==> config.mk <==
export PLATFORM = sky130hd
export DESIGN_NAME = tap_sweep_tuner
export DESIGN_NICKNAME = d
export VERILOG_FILES = /design/src/rtl/tap_tune_pkg.sv /design/src/rtl/tap_apply.sv /design/src/rtl/streak_track.sv /design/src/rtl/tap_sweep_tuner.sv
export SDC_FILE = /design/constraint.sdc
export NUM_CORES = 1
export LEC_CHECK = 0
export BUFFER_PORTS_ARGS = -buffer_cell sky130_fd_sc_hd__buf_2
export CAP_MARGIN = 0
export CORE_ASPECT_RATIO = 0.6
export CORE_UTILIZATION = 59
export DETAILED_ROUTE_END_ITERATION = 10
export GPL_TIMING_DRIVEN = 0
export PLACE_DENSITY = 0.79
export SETUP_SLACK_MARGIN = 0.2
export SYNTH_ARGS = -nofsm -noshare
export SYNTH_HDL_FRONTEND = slang
export SYNTH_SLANG_ARGS = --single-unit
==> constraint.sdc <==
create_clock -name clk -period 2.7 [get_ports clk]
set_input_delay 0.54 -clock clk [delete_from_list [all_inputs] [get_ports clk]]
set_output_delay 0.54 -clock clk [all_outputs]
set_load 0.02 [all_outputs]
==> src/rtl/tap_tune_pkg.sv <==
package tap_tune_pkg;

  typedef enum logic [2:0] {
    ST_IDLE,
    ST_LAUNCH,
    ST_UPD,
    ST_TEST,
    ST_STEP,
    ST_FLAUNCH,
    ST_FUPD
  } tune_st_e;

  // centre of a window given its last tap and its length
  function automatic int unsigned win_centre(input int unsigned last_tap,
                                             input int unsigned len);
    return last_tap - (len / 2);
  endfunction

endpackage

==> src/rtl/tap_apply.sv <==
module tap_apply #(
  parameter int TAP_W       = 6,
  parameter int UPD_TIMEOUT = 64
) (
  input  logic             clk,
  input  logic             rst_n,
  input  logic             go_i,
  input  logic [TAP_W-1:0] val_i,
  input  logic             clr_i,
  output logic [TAP_W-1:0] tap_o,
  output logic             upd_o,
  output logic             ok_o,
  output logic             tmo_o
);
  localparam int CW = $clog2(UPD_TIMEOUT + 1);

  logic [TAP_W-1:0] tap_q;
  logic             upd_q;
  logic [CW-1:0]    cnt_q;
  logic             wait_last;

  assign wait_last = (cnt_q == CW'(UPD_TIMEOUT - 1));
  assign ok_o      = upd_q & clr_i;
  assign tmo_o     = upd_q & ~clr_i & wait_last;
  assign tap_o     = tap_q;
  assign upd_o     = upd_q;

  always_ff @(posedge clk or negedge rst_n) begin
    if (!rst_n) begin
      tap_q <= '0;
      upd_q <= 1'b0;
      cnt_q <= '0;
    end else if (go_i) begin
      tap_q <= val_i;
      upd_q <= 1'b1;
      cnt_q <= '0;
    end else if (upd_q) begin
      if (ok_o || tmo_o) upd_q <= 1'b0;
      else               cnt_q <= cnt_q + CW'(1);
    end
  end

  // the tap value may not move while its update is pending
  a_r2_tap_steady: assert property (@(posedge clk) disable iff (!rst_n)
    (upd_q && $past(upd_q)) |-> $stable(tap_q));

  // the wait counter stays inside the timeout window
  a_r3_wait_bounded: assert property (@(posedge clk) disable iff (!rst_n)
    upd_q |-> (int'(cnt_q) < UPD_TIMEOUT));

  // a new update is never launched over a pending one
  a_r4_no_overlap: assert property (@(posedge clk) disable iff (!rst_n)
    go_i |-> !upd_q);

endmodule

==> src/rtl/streak_track.sv <==
module streak_track #(
  parameter int TAP_W = 6,
  parameter int CW    = 6
) (
  input  logic             clk,
  input  logic             rst_n,
  input  logic             clear_i,
  input  logic             hit_i,
  input  logic             pass_i,
  input  logic [TAP_W-1:0] idx_i,
  output logic [CW-1:0]    best_len_o,
  output logic [TAP_W-1:0] best_end_o
);
  logic [CW-1:0]    cur_q;
  logic [CW-1:0]    best_q;
  logic [TAP_W-1:0] end_q;
  logic [CW-1:0]    cur_next;
  logic             beats_best;

  assign cur_next   = cur_q + CW'(1);
  assign beats_best = (cur_next > best_q);

  always_ff @(posedge clk or negedge rst_n) begin
    if (!rst_n) begin
      cur_q  <= '0;
      best_q <= '0;
      end_q  <= '0;
    end else if (clear_i) begin
      cur_q  <= '0;
      best_q <= '0;
      end_q  <= '0;
    end else if (hit_i) begin
      if (pass_i) begin
        cur_q <= cur_next;
        if (beats_best) begin
          best_q <= cur_next;
          end_q  <= idx_i;
        end
      end else begin
        cur_q <= '0;
      end
    end
  end

  assign best_len_o = best_q;
  assign best_end_o = end_q;

  // the running streak never exceeds the recorded best
  a_r5_cur_within_best: assert property (@(posedge clk) disable iff (!rst_n)
    cur_q <= best_q);

  // without a clear the best length never shrinks
  a_r5_best_monotonic: assert property (@(posedge clk) disable iff (!rst_n)
    !clear_i |=> best_q >= $past(best_q));

endmodule

==> src/rtl/tap_sweep_tuner.sv <==
module tap_sweep_tuner
  import tap_tune_pkg::*;
#(
  parameter int TAP_W       = 6,
  parameter int NUM_TAPS    = 40,
  parameter int UPD_TIMEOUT = 64
) (
  input  logic             clk,
  input  logic             rst_n,
  input  logic             start_i,
  output logic [TAP_W-1:0] tap_o,
  output logic             tap_upd_o,
  input  logic             tap_upd_clr_i,
  output logic             test_req_o,
  input  logic             test_vld_i,
  input  logic             test_pass_i,
  output logic             done_o,
  output logic             err_o,
  output logic [TAP_W-1:0] final_tap_o
);
  localparam int               CW       = $clog2(NUM_TAPS + 1);
  localparam logic [TAP_W-1:0] LAST_TAP = TAP_W'(NUM_TAPS - 1);

  tune_st_e         state_q;
  logic [TAP_W-1:0] idx_q;
  logic [TAP_W-1:0] final_q;
  logic             done_q;
  logic             err_q;

  // named internal events
  logic             apl_go;
  logic [TAP_W-1:0] apl_val;
  logic             apl_ok;
  logic             apl_tmo;
  logic             rec_hit;
  logic             rec_pass;
  logic             trk_clear;
  logic             sweep_last;
  logic [CW-1:0]    best_len;
  logic [TAP_W-1:0] best_end;

  assign apl_go     = (state_q == ST_LAUNCH) || (state_q == ST_FLAUNCH);
  assign apl_val    = (state_q == ST_FLAUNCH) ? final_q : idx_q;
  assign rec_hit    = ((state_q == ST_UPD) && apl_tmo) ||
                      ((state_q == ST_TEST) && test_vld_i);
  assign rec_pass   = (state_q == ST_TEST) && test_pass_i;
  assign trk_clear  = (state_q == ST_IDLE) && start_i;
  assign sweep_last = (idx_q == LAST_TAP);

  tap_apply #(.TAP_W(TAP_W), .UPD_TIMEOUT(UPD_TIMEOUT)) u_apply (
    .clk   (clk),
    .rst_n (rst_n),
    .go_i  (apl_go),
    .val_i (apl_val),
    .clr_i (tap_upd_clr_i),
    .tap_o (tap_o),
    .upd_o (tap_upd_o),
    .ok_o  (apl_ok),
    .tmo_o (apl_tmo)
  );

  streak_track #(.TAP_W(TAP_W), .CW(CW)) u_track (
    .clk        (clk),
    .rst_n      (rst_n),
    .clear_i    (trk_clear),
    .hit_i      (rec_hit),
    .pass_i     (rec_pass),
    .idx_i      (idx_q),
    .best_len_o (best_len),
    .best_end_o (best_end)
  );

  always_ff @(posedge clk or negedge rst_n) begin
    if (!rst_n) begin
      state_q <= ST_IDLE;
      idx_q   <= '0;
      final_q <= '0;
      done_q  <= 1'b0;
      err_q   <= 1'b0;
    end else begin
      done_q <= 1'b0;
      unique case (state_q)
        ST_IDLE: if (start_i) begin
          idx_q   <= '0;
          final_q <= '0;
          err_q   <= 1'b0;
          state_q <= ST_LAUNCH;
        end
        ST_LAUNCH: state_q <= ST_UPD;
        ST_UPD: begin
          if (apl_ok)       state_q <= ST_TEST;
          else if (apl_tmo) state_q <= ST_STEP;
        end
        ST_TEST: if (test_vld_i) state_q <= ST_STEP;
        ST_STEP: begin
          if (!sweep_last) begin
            idx_q   <= idx_q + TAP_W'(1);
            state_q <= ST_LAUNCH;
          end else if (best_len == '0) begin
            err_q   <= 1'b1;
            done_q  <= 1'b1;
            state_q <= ST_IDLE;
          end else begin
            final_q <= TAP_W'(win_centre(32'(best_end), 32'(best_len)));
            state_q <= ST_FLAUNCH;
          end
        end
        ST_FLAUNCH: state_q <= ST_FUPD;
        ST_FUPD: begin
          if (apl_ok) begin
            done_q  <= 1'b1;
            state_q <= ST_IDLE;
          end else if (apl_tmo) begin
            err_q   <= 1'b1;
            done_q  <= 1'b1;
            state_q <= ST_IDLE;
          end
        end
        default: state_q <= ST_IDLE;
      endcase
    end
  end

  assign test_req_o  = (state_q == ST_TEST);
  assign done_o      = done_q;
  assign err_o       = err_q;
  assign final_tap_o = final_q;

  // one outstanding operation at a time
  a_r4_single_outstanding: assert property (@(posedge clk) disable iff (!rst_n)
    test_req_o |-> !tap_upd_o);

  // done is a single-cycle pulse
  a_r9_done_pulse: assert property (@(posedge clk) disable iff (!rst_n)
    done_o |=> !done_o);

  // an error appears together with the done pulse
  a_r7_err_with_done: assert property (@(posedge clk) disable iff (!rst_n)
    $rose(err_o) |-> done_o);

  // every applied tap lies inside the swept range
  a_r2_tap_in_range: assert property (@(posedge clk) disable iff (!rst_n)
    tap_upd_o |-> (int'(tap_o) < NUM_TAPS));

endmodule

==> results.md, run 1 <==
- First-pass GRT wire length: 10,100 um
- Top_reg_cell synth: dfrtp_1
- CTS H-tree lvls: 2
- CP max stage delay: 0.45 ns
- Final Hold Vio Count: 0
- Worst R2R Setup Slack: 0.21 ns
- Layout cells sized above 1: 0.238
- NumNets Final: 327
- Routed met2 length: 2910 um
- TritonCTS Buffers: 5
- Final WL: 6520 um
- Cells after DPL: 351
- Slew @ Worst Pin: 1.09 ns
- Antenna viol nets, final: 0
- Largest net degree at the start of global routing: 50
- Wl on met1: 3120 um
- Filler cells: 287
- Total track usage: 0.291
- Max Fclk: 401 MHz
- Clk_lat worst skew: 0.31 ns
- DR WL/cell: 17.8 um
- Clock Sinks: 49
- Hold buffer count at CTS: 0
- Post-synthesis to final-layout area growth: 20.8%
- Total Power: 2.58 mW
- Clock slew at reported path FFs: 0.10 ns
- WL met3: 430 um
- Final Instance Area: 0.00324 mm2
- Final setup margin: 0.208 ns
- HP Class: primary input to async pin
- Crit start category: flip-flop
- Cell Area, Synth: 0.00268 mm2
- 1st-pass router iterations: 5
- EDFF count, synth: 0
- Crit path kind: flip-flop to flip-flop
- Commonest non-fill, non-tap cell in the layout: dfrtp_1
- Synth Area in Compound Gates: 0.170
- Final Util: 0.765
- Clock buffer depth: 2
- Ys async rst share: 1.00
- Post-Synthesis Net Count: 291
- Sequential share of the synthesized area: 0.457
- I/O Buffers: 21
- Dpl hpwl: 4310 um
- Commonest non-fill, non-tap cells in the layout: 46 x dfrtp_1, 24 x nor2_1, 23 x buf_2
- Post-synthesis simple-gate area fraction: 0.172
- CTS tree: yes
- Flip-flop and latch count after synthesis: 49
- Avg Vias per Cell: 5.95
- RSZ-0062 raised after global routing: false
- Syn. warnings: 0
- FF-to-FF End: u_track.best_len_o[3]
- Worst Setup EP: u_track.best_len_o[3]
- Synth unique cells: 48
- Worst-path cell chain: ha_4 > buf_4 > xor2_4 > ha_4 > and4_4 > a31oi_1 > o31a_1 > o21ai_4 > buf_4 > a22o_1
- Worst setup EP type: flip-flop
- Final RePlAce weighted congestion: 0.852
- Initial core utilization: 0.634
- Max rail drop VDD: 0.522 mV
- CP required: 2.90 ns
- Ports: 22
- RR Startpoint: u_track.cur_q[0]
- Clk_skew: 0.00863 ns
- # diodes: 0
- Largest family of logic cells by synthesized area: simple AND/OR/NAND/NOR gates
- Crit Path Max Fanout: 5
- Clk root buf: clkbuf_8
- XOR/XNOR Fraction of Synth Area: 0.0457
- Die Width: 89.1 um
- Crit path launch: u_track.cur_q[0]
- Die height: 54.2 um
- Post-Syn Instances: 270
- DRC errors left: 0
- Mux contribution to synthesized area: 0.0336
- Max layer used: met4
- Tcrit/Tclk final: 0.923
- Run status: completed
- Max_cap viols: 0
- Crit path DAT: 2.69 ns
- Slowest cell on the critical path: dfrtp_2
- Fin. max-slew vios: 0
- Rows: 18
- Initial antenna violation count: 0
- Vias in the first global route: 2,025
- Core box area: 0.00423 mm2
- Layout Cells excl Fill: 367
- Relative slew slack: 0.275
- Final setup vio count: 0
- Die area: 0.00483 mm2
- Place WS: -0.0209 ns
- Leakage: 1.45 nW
- Min Tclk post-route: 2.49 ns
- Adder-cell share of the synthesized area: 0.0728
- Iter 0 DRT Violations: 198
- Via Count: 2,182
- Grt ovf: 0
- Power density cells: 796 mW/mm2
- Worst R2R Path Depth: 10
- Syn Area/Cell: 9.94 um2
- Placed Area: 0.00286 mm2
cells by family after synthesis:
logic type / after synthesis
AO/OA/AOI/OAI: 67
buffers and inverters: 29
XOR/XNOR: 14
flip-flops: 49
multiplexers: 9
adder cells (fa/ha/maj): 15
AND/OR/NAND/NOR: 87
report_power, final:
part | internal (mW) | switching [mW]
Clock | 0.302 | 0.258
Sequential | 0.873 | 0.128
Combinational | 0.403 | 0.615
Total | 1.58 | 1.00
Yosys cell counts, types with 2 or more instances:
| cell type | instances | area, um2 |
|---|---|---|
| inv_1 | 17 | 63.8 |
| nand4_1 | 4 | 25.0 |
| nor3_1 | 5 | 25.0 |
| xnor2_1 | 6 | 52.6 |
| nor2_1 | 25 | 93.8 |
| dfrtp_1 | 49 | 1230 |
| a21oi_2 | 2 | 17.5 |
| mux2i_1 | 9 | 90.1 |
| and4_1 | 2 | 17.5 |
| ha_1 | 14 | 175 |
| a21oi_1 | 13 | 65.1 |
| o21ai_0 | 17 | 85.1 |
| nor2b_1 | 5 | 31.3 |
| clkbuf_1 | 4 | 15.0 |
| and3_1 | 4 | 25.0 |
| xor2_1 | 8 | 70.1 |
| o31a_1 | 3 | 26.3 |
| a22o_1 | 10 | 87.6 |
| nand2b_1 | 2 | 12.5 |
| o2bb2ai_1 | 2 | 17.5 |
| nand2_1 | 14 | 52.6 |
| nand3_1 | 17 | 85.1 |
| buf_4 | 3 | 22.5 |
| o21a_1 | 4 | 30.0 |
| o31ai_1 | 4 | 30.0 |
| buf_2 | 3 | 15.0 |
| a21o_1 | 3 | 22.5 |
repair_timing:
action,CTS,global route
gates resized for setup,23,13
cloned,1,1
pin swaps,19,9
endpoints found under the setup margin,12,12
hold endpoints to repair,0,0
setup buffers,5,1
layout make-up:
class / instances / area (um2) / share of cell area
multi-input combinational: 192 / 1500 / 0.463
timing repair buffer: 29 / 176 / 0.0544
clock buffer: 6 / 82.6 / 0.0255
sequential: 49 / 1230 / 0.380
inverter: 17 / 63.8 / 0.0197
buffer: 12 / 73.8 / 0.0228
clock inverter: 2 / 37.5 / 0.0116
tap: 60 / 75.1 / 0.0232
metal layers:
metal | vias to the layer above | global-route usage
met2 | 88 | 0.433
met5 | - | 0
met3 | 12 | 0.0498
met4 | 0 | 0.0476
met1 | 1055 | 0.454
li1 | 1027 | -
how the worst min path moves through the flow:
stage	from	end	slack (ns)	cells past startpoint
final	rst_n	done_o	0.43	1
after global routing	rst_n	done_o	0.53	1
after CTS	rst_n	u_apply.upd_o	0.48	1
after detailed placement	u_track.best_end_o[0]	u_track.best_end_o[0]	0.48	1
after global placement	u_track.best_end_o[0]	u_track.best_end_o[0]	0.49	1
after floorplan	rst_n	done_o	0.24	0
sequential cells by signal, summed over array words and instances, names as in the netlist:
name / count
state_q: 3
u_track.best_len_o: 6
u_track.cur_q: 6
u_apply.cnt_q: 7
idx_q: 6
u_apply.tap_o: 6
final_tap_o: 6
err_o: 1
u_track.best_end_o: 6
done_o: 1
u_apply.upd_o: 1
stage by stage:
step / hold slack [ns] / setup TNS [ns]
CTS: 0.480 / 0
finish: 0.430 / 0
detailed placement: 0.482 / -0.115
floorplan: 0.244 / 0
global placement: 0.485 / 0
global route: 0.528 / 0
critical path: cells and delay by family, from the launching register on:
family	cells	cell delay [ns]
AOI/OAI and AO/OA	4	0.79
adders and majority gates	2	0.42
xor gates and xnor gates	1	0.20
buffers and inverters	2	0.33
DFF	1	0.45
and+or+nand+nor	1	0.18
No activity file was read; power rests on OpenSTA's default activity.
==> run 2: changes to the inputs <==
--- a/config.mk
+++ b/config.mk
@@ -5,13 +5,14 @@
 export SDC_FILE = /design/constraint.sdc
 export NUM_CORES = 1
 export LEC_CHECK = 0
+export ABC_AREA = 1
 export BUFFER_PORTS_ARGS = -buffer_cell sky130_fd_sc_hd__buf_2
 export CAP_MARGIN = 0
 export CORE_ASPECT_RATIO = 0.6
-export CORE_UTILIZATION = 59
+export CORE_UTILIZATION = 60
 export DETAILED_ROUTE_END_ITERATION = 10
 export GPL_TIMING_DRIVEN = 0
-export PLACE_DENSITY = 0.79
+export PLACE_DENSITY = 0.8
 export SETUP_SLACK_MARGIN = 0.2
 export SYNTH_ARGS = -nofsm -noshare
 export SYNTH_HDL_FRONTEND = slang
==> run 2 against run 1 <==
  * Sequential power is essentially flat
  * Fmax up 10%
  * Register-to-register slack improved by 0.23 ns
  * Combinational power rose by 11%
  * Die area up 6.5%
==> results.md, run 2 <==
- Relative slew slack: 0.263
- Initial core utilization: 0.631
- I/O Buffers: 21
- CTS tree: yes
- Clk root buf: clkbuf_8
- Post-CTS sizing: 0
- Synth unique cells: 28
- Hold buffer count at CTS: 0
- Placed Area: 0.00310 mm2
- Clock buffer depth: 2
- Power density cells: 807 mW/mm2
- Post-synthesis to final-layout area growth: 9.88%
- CTS H-tree lvls: 2
- GR met1 Demand/Resource: 0.432
- Grt met3 use: 0.0533
- Flip-flop and latch count after synthesis: 49
- Antenna viol nets, final: 0
- Final Hold Vio Count: 0
- Cell with the most instances after synthesis: nand2_1
- Layout cells sized above 1: 0.130
- Yosys top cell area share: 0.421
- Total track usage: 0.280
- Commonest non-fill, non-tap cell in the layout: nand2_1
- Min Tclk post-route: 2.26 ns
- Tcrit/Tclk final: 0.838
- Synth area leaders: dfrtp_1 42%, nand2_1 17%, nand3_1 7.7%
- Total negative slack: 0 ns
- Syn Area/Cell: 7.41 um2
- Grt ovf: 0
- Crit path kind: flip-flop to flip-flop
- NumNets Final: 442
- Area of the multi-input gates: 0.00143 mm2
- CP required: 2.92 ns
- Core box area: 0.00461 mm2
- Max_cap viols: 0
- Sequential share of the synthesized area: 0.421
- Post-Synthesis Net Count: 414
- Final WL: 6570 um
- Post-synth top cells: 132 x nand2_1, 55 x inv_1, 49 x dfrtp_1
- Max rail drop VDD: 0.585 mV
- Initial antenna violation count: 0
- Post-CTS Setup Repair Bufs: 0
- Die area: 0.00514 mm2
- Final RePlAce weighted congestion: 0.855
- Slew @ Worst Pin: 1.11 ns
- Total Power: 2.58 mW
- Via Count: 2,585
- Worst hold slack: 0.409 ns
- Vias in the first global route: 2,412
- Fin. max-slew vios: 0
- HP Class: primary input to async pin
- Filler cells: 375
- Register area: 0.00123 mm2
- Number of flip-flops under the largest register name: 7
- DR WL/cell: 13.6 um
- Crit Path Max Fanout: 10
- Clk_lat worst skew: 0.33 ns
- Clock Sinks: 49
- Final setup vio count: 0
- # diodes: 0
- Largest net degree at the start of global routing: 50
- Dpl hpwl: 4790 um
- Commonest non-fill, non-tap cells in the layout: 132 x nand2_1, 55 x inv_1, 49 x dfrtp_1
- Ports: 22
- Reg with most FFs: u_apply.cnt_q
- Rows: 19
- DRC errors left: 0
- Met2 Usage GRT: 0.407
- Worst setup EP type: flip-flop
- Post-Syn Instances: 393
- TritonCTS Buffers: 5
- RSZ-0062 raised after global routing: false
- Clock slew at reported path FFs: 0.10 ns
- Top Usage Layer GRT: met1
- 1st-pass router iterations: 5
- Final Instance Area: 0.00320 mm2
- Crit path DAT: 2.48 ns
- Max Fclk: 442 MHz
- Avg Vias per Cell: 5.33
- EDFF count, synth: 0
- Die Width: 91.9 um
- Leakage: 1.86 nW
- First-pass GRT wire length: 11,300 um
- Yosys top cell by area: dfrtp_1
- Clk_skew: 0.00954 ns
- Crit start category: flip-flop
- Cell Area, Synth: 0.00291 mm2
- Ys async rst share: 1.00
- Syn. warnings: 0
- Top_reg_cell synth: dfrtp_1
- Die height: 56.0 um
- Run status: completed
- Iter 0 DRT Violations: 197
==> run 2: cell types whose count changed in the layout (fill, tap and decap cells not counted), moves of 6 or more <==
cell     delta
nand2_1   +118
inv_1      +41
nand3_1    +30
a22o_1     -10
mux2i_1     -9
o21ai_0     -7
buf_4       -6
nand2_2     +6
==> run 2: power by group <==
group / internal (mW) / switching [mW]
combinational: 0.361 / 0.768
sequential: 0.846 / 0.130
clock: 0.188 / 0.289
==> run 2: final timing paths <==
kind | startpoint | to | slack [ns] | cells after the start
setup / recovery | u_track.cur_q[0] | u_track.best_len_o[4] | 0.44 | 14
setup reg to reg | u_track.cur_q[0] | u_track.best_len_o[4] | 0.44 | 14
max in group asynchronous | rst_n | u_apply.cnt_q[1] | 1.60 | 1
hold / removal | rst_n | u_apply.tap_o[5] | 0.41 | 1
hold reg to reg | u_track.best_end_o[3] | u_track.best_end_o[3] | 0.49 | 2
min in group clk | u_track.best_end_o[3] | u_track.best_end_o[3] | 0.49 | 2
==> run 2: kinds of logic after synthesis <==
group                    count (synthesis)  share of synthesized area
buffers and inverters                   65                     0.0902
adder cells (fa/ha/maj)                 15                     0.0670
AO/OA/AOI/OAI                           30                     0.0576
flip-flops                              49                      0.421
XOR/XNOR                                 8                     0.0241
AND/OR/NAND/NOR                        226                      0.340
==> run 2: stage by stage <==
stage	utilization	instances	setup slack, ns
2_1_floorplan	-	393	0.760
3_3_place_gp	0.671	477	0.450
3_5_place_dp	0.671	477	0.409
4_1_cts	0.692	485	0.382
5_1_grt	0.694	485	0.215
6_report	0.694	485	0.437
==> run 2: layer usage <==
layer	routed length, um	vias to the layer above
li1	-	1304
met1	3440	1186
met2	2670	86
met3	405	9
met4	62	0
met5	0	-
==> run 2: layout make-up <==
class	count	share of cell area
tap	63	0.0246
inverter	59	0.0692
clock buffer	5	0.0215
buffer	6	0.0137
sequential	49	0.383
clock inverter	3	0.00782
timing repair buffer	21	0.0329
multi-input combinational	279	0.447
==> run 2: worst max-delay path: stages (launching register included) <==
cell,delay (ns)
dfrtp_1,0.44
ha_1,0.21
nand3_1,0.13
xnor2_2,0.18
ha_1,0.28
nand2_1,0.07
nor2_1,0.14
nand2_1,0.07
nand3_1,0.06
nand2_1,0.06
nand2_1,0.15
nand2_2,0.11
buf_6,0.16
nand2_1,0.05
nand2_1,0.05
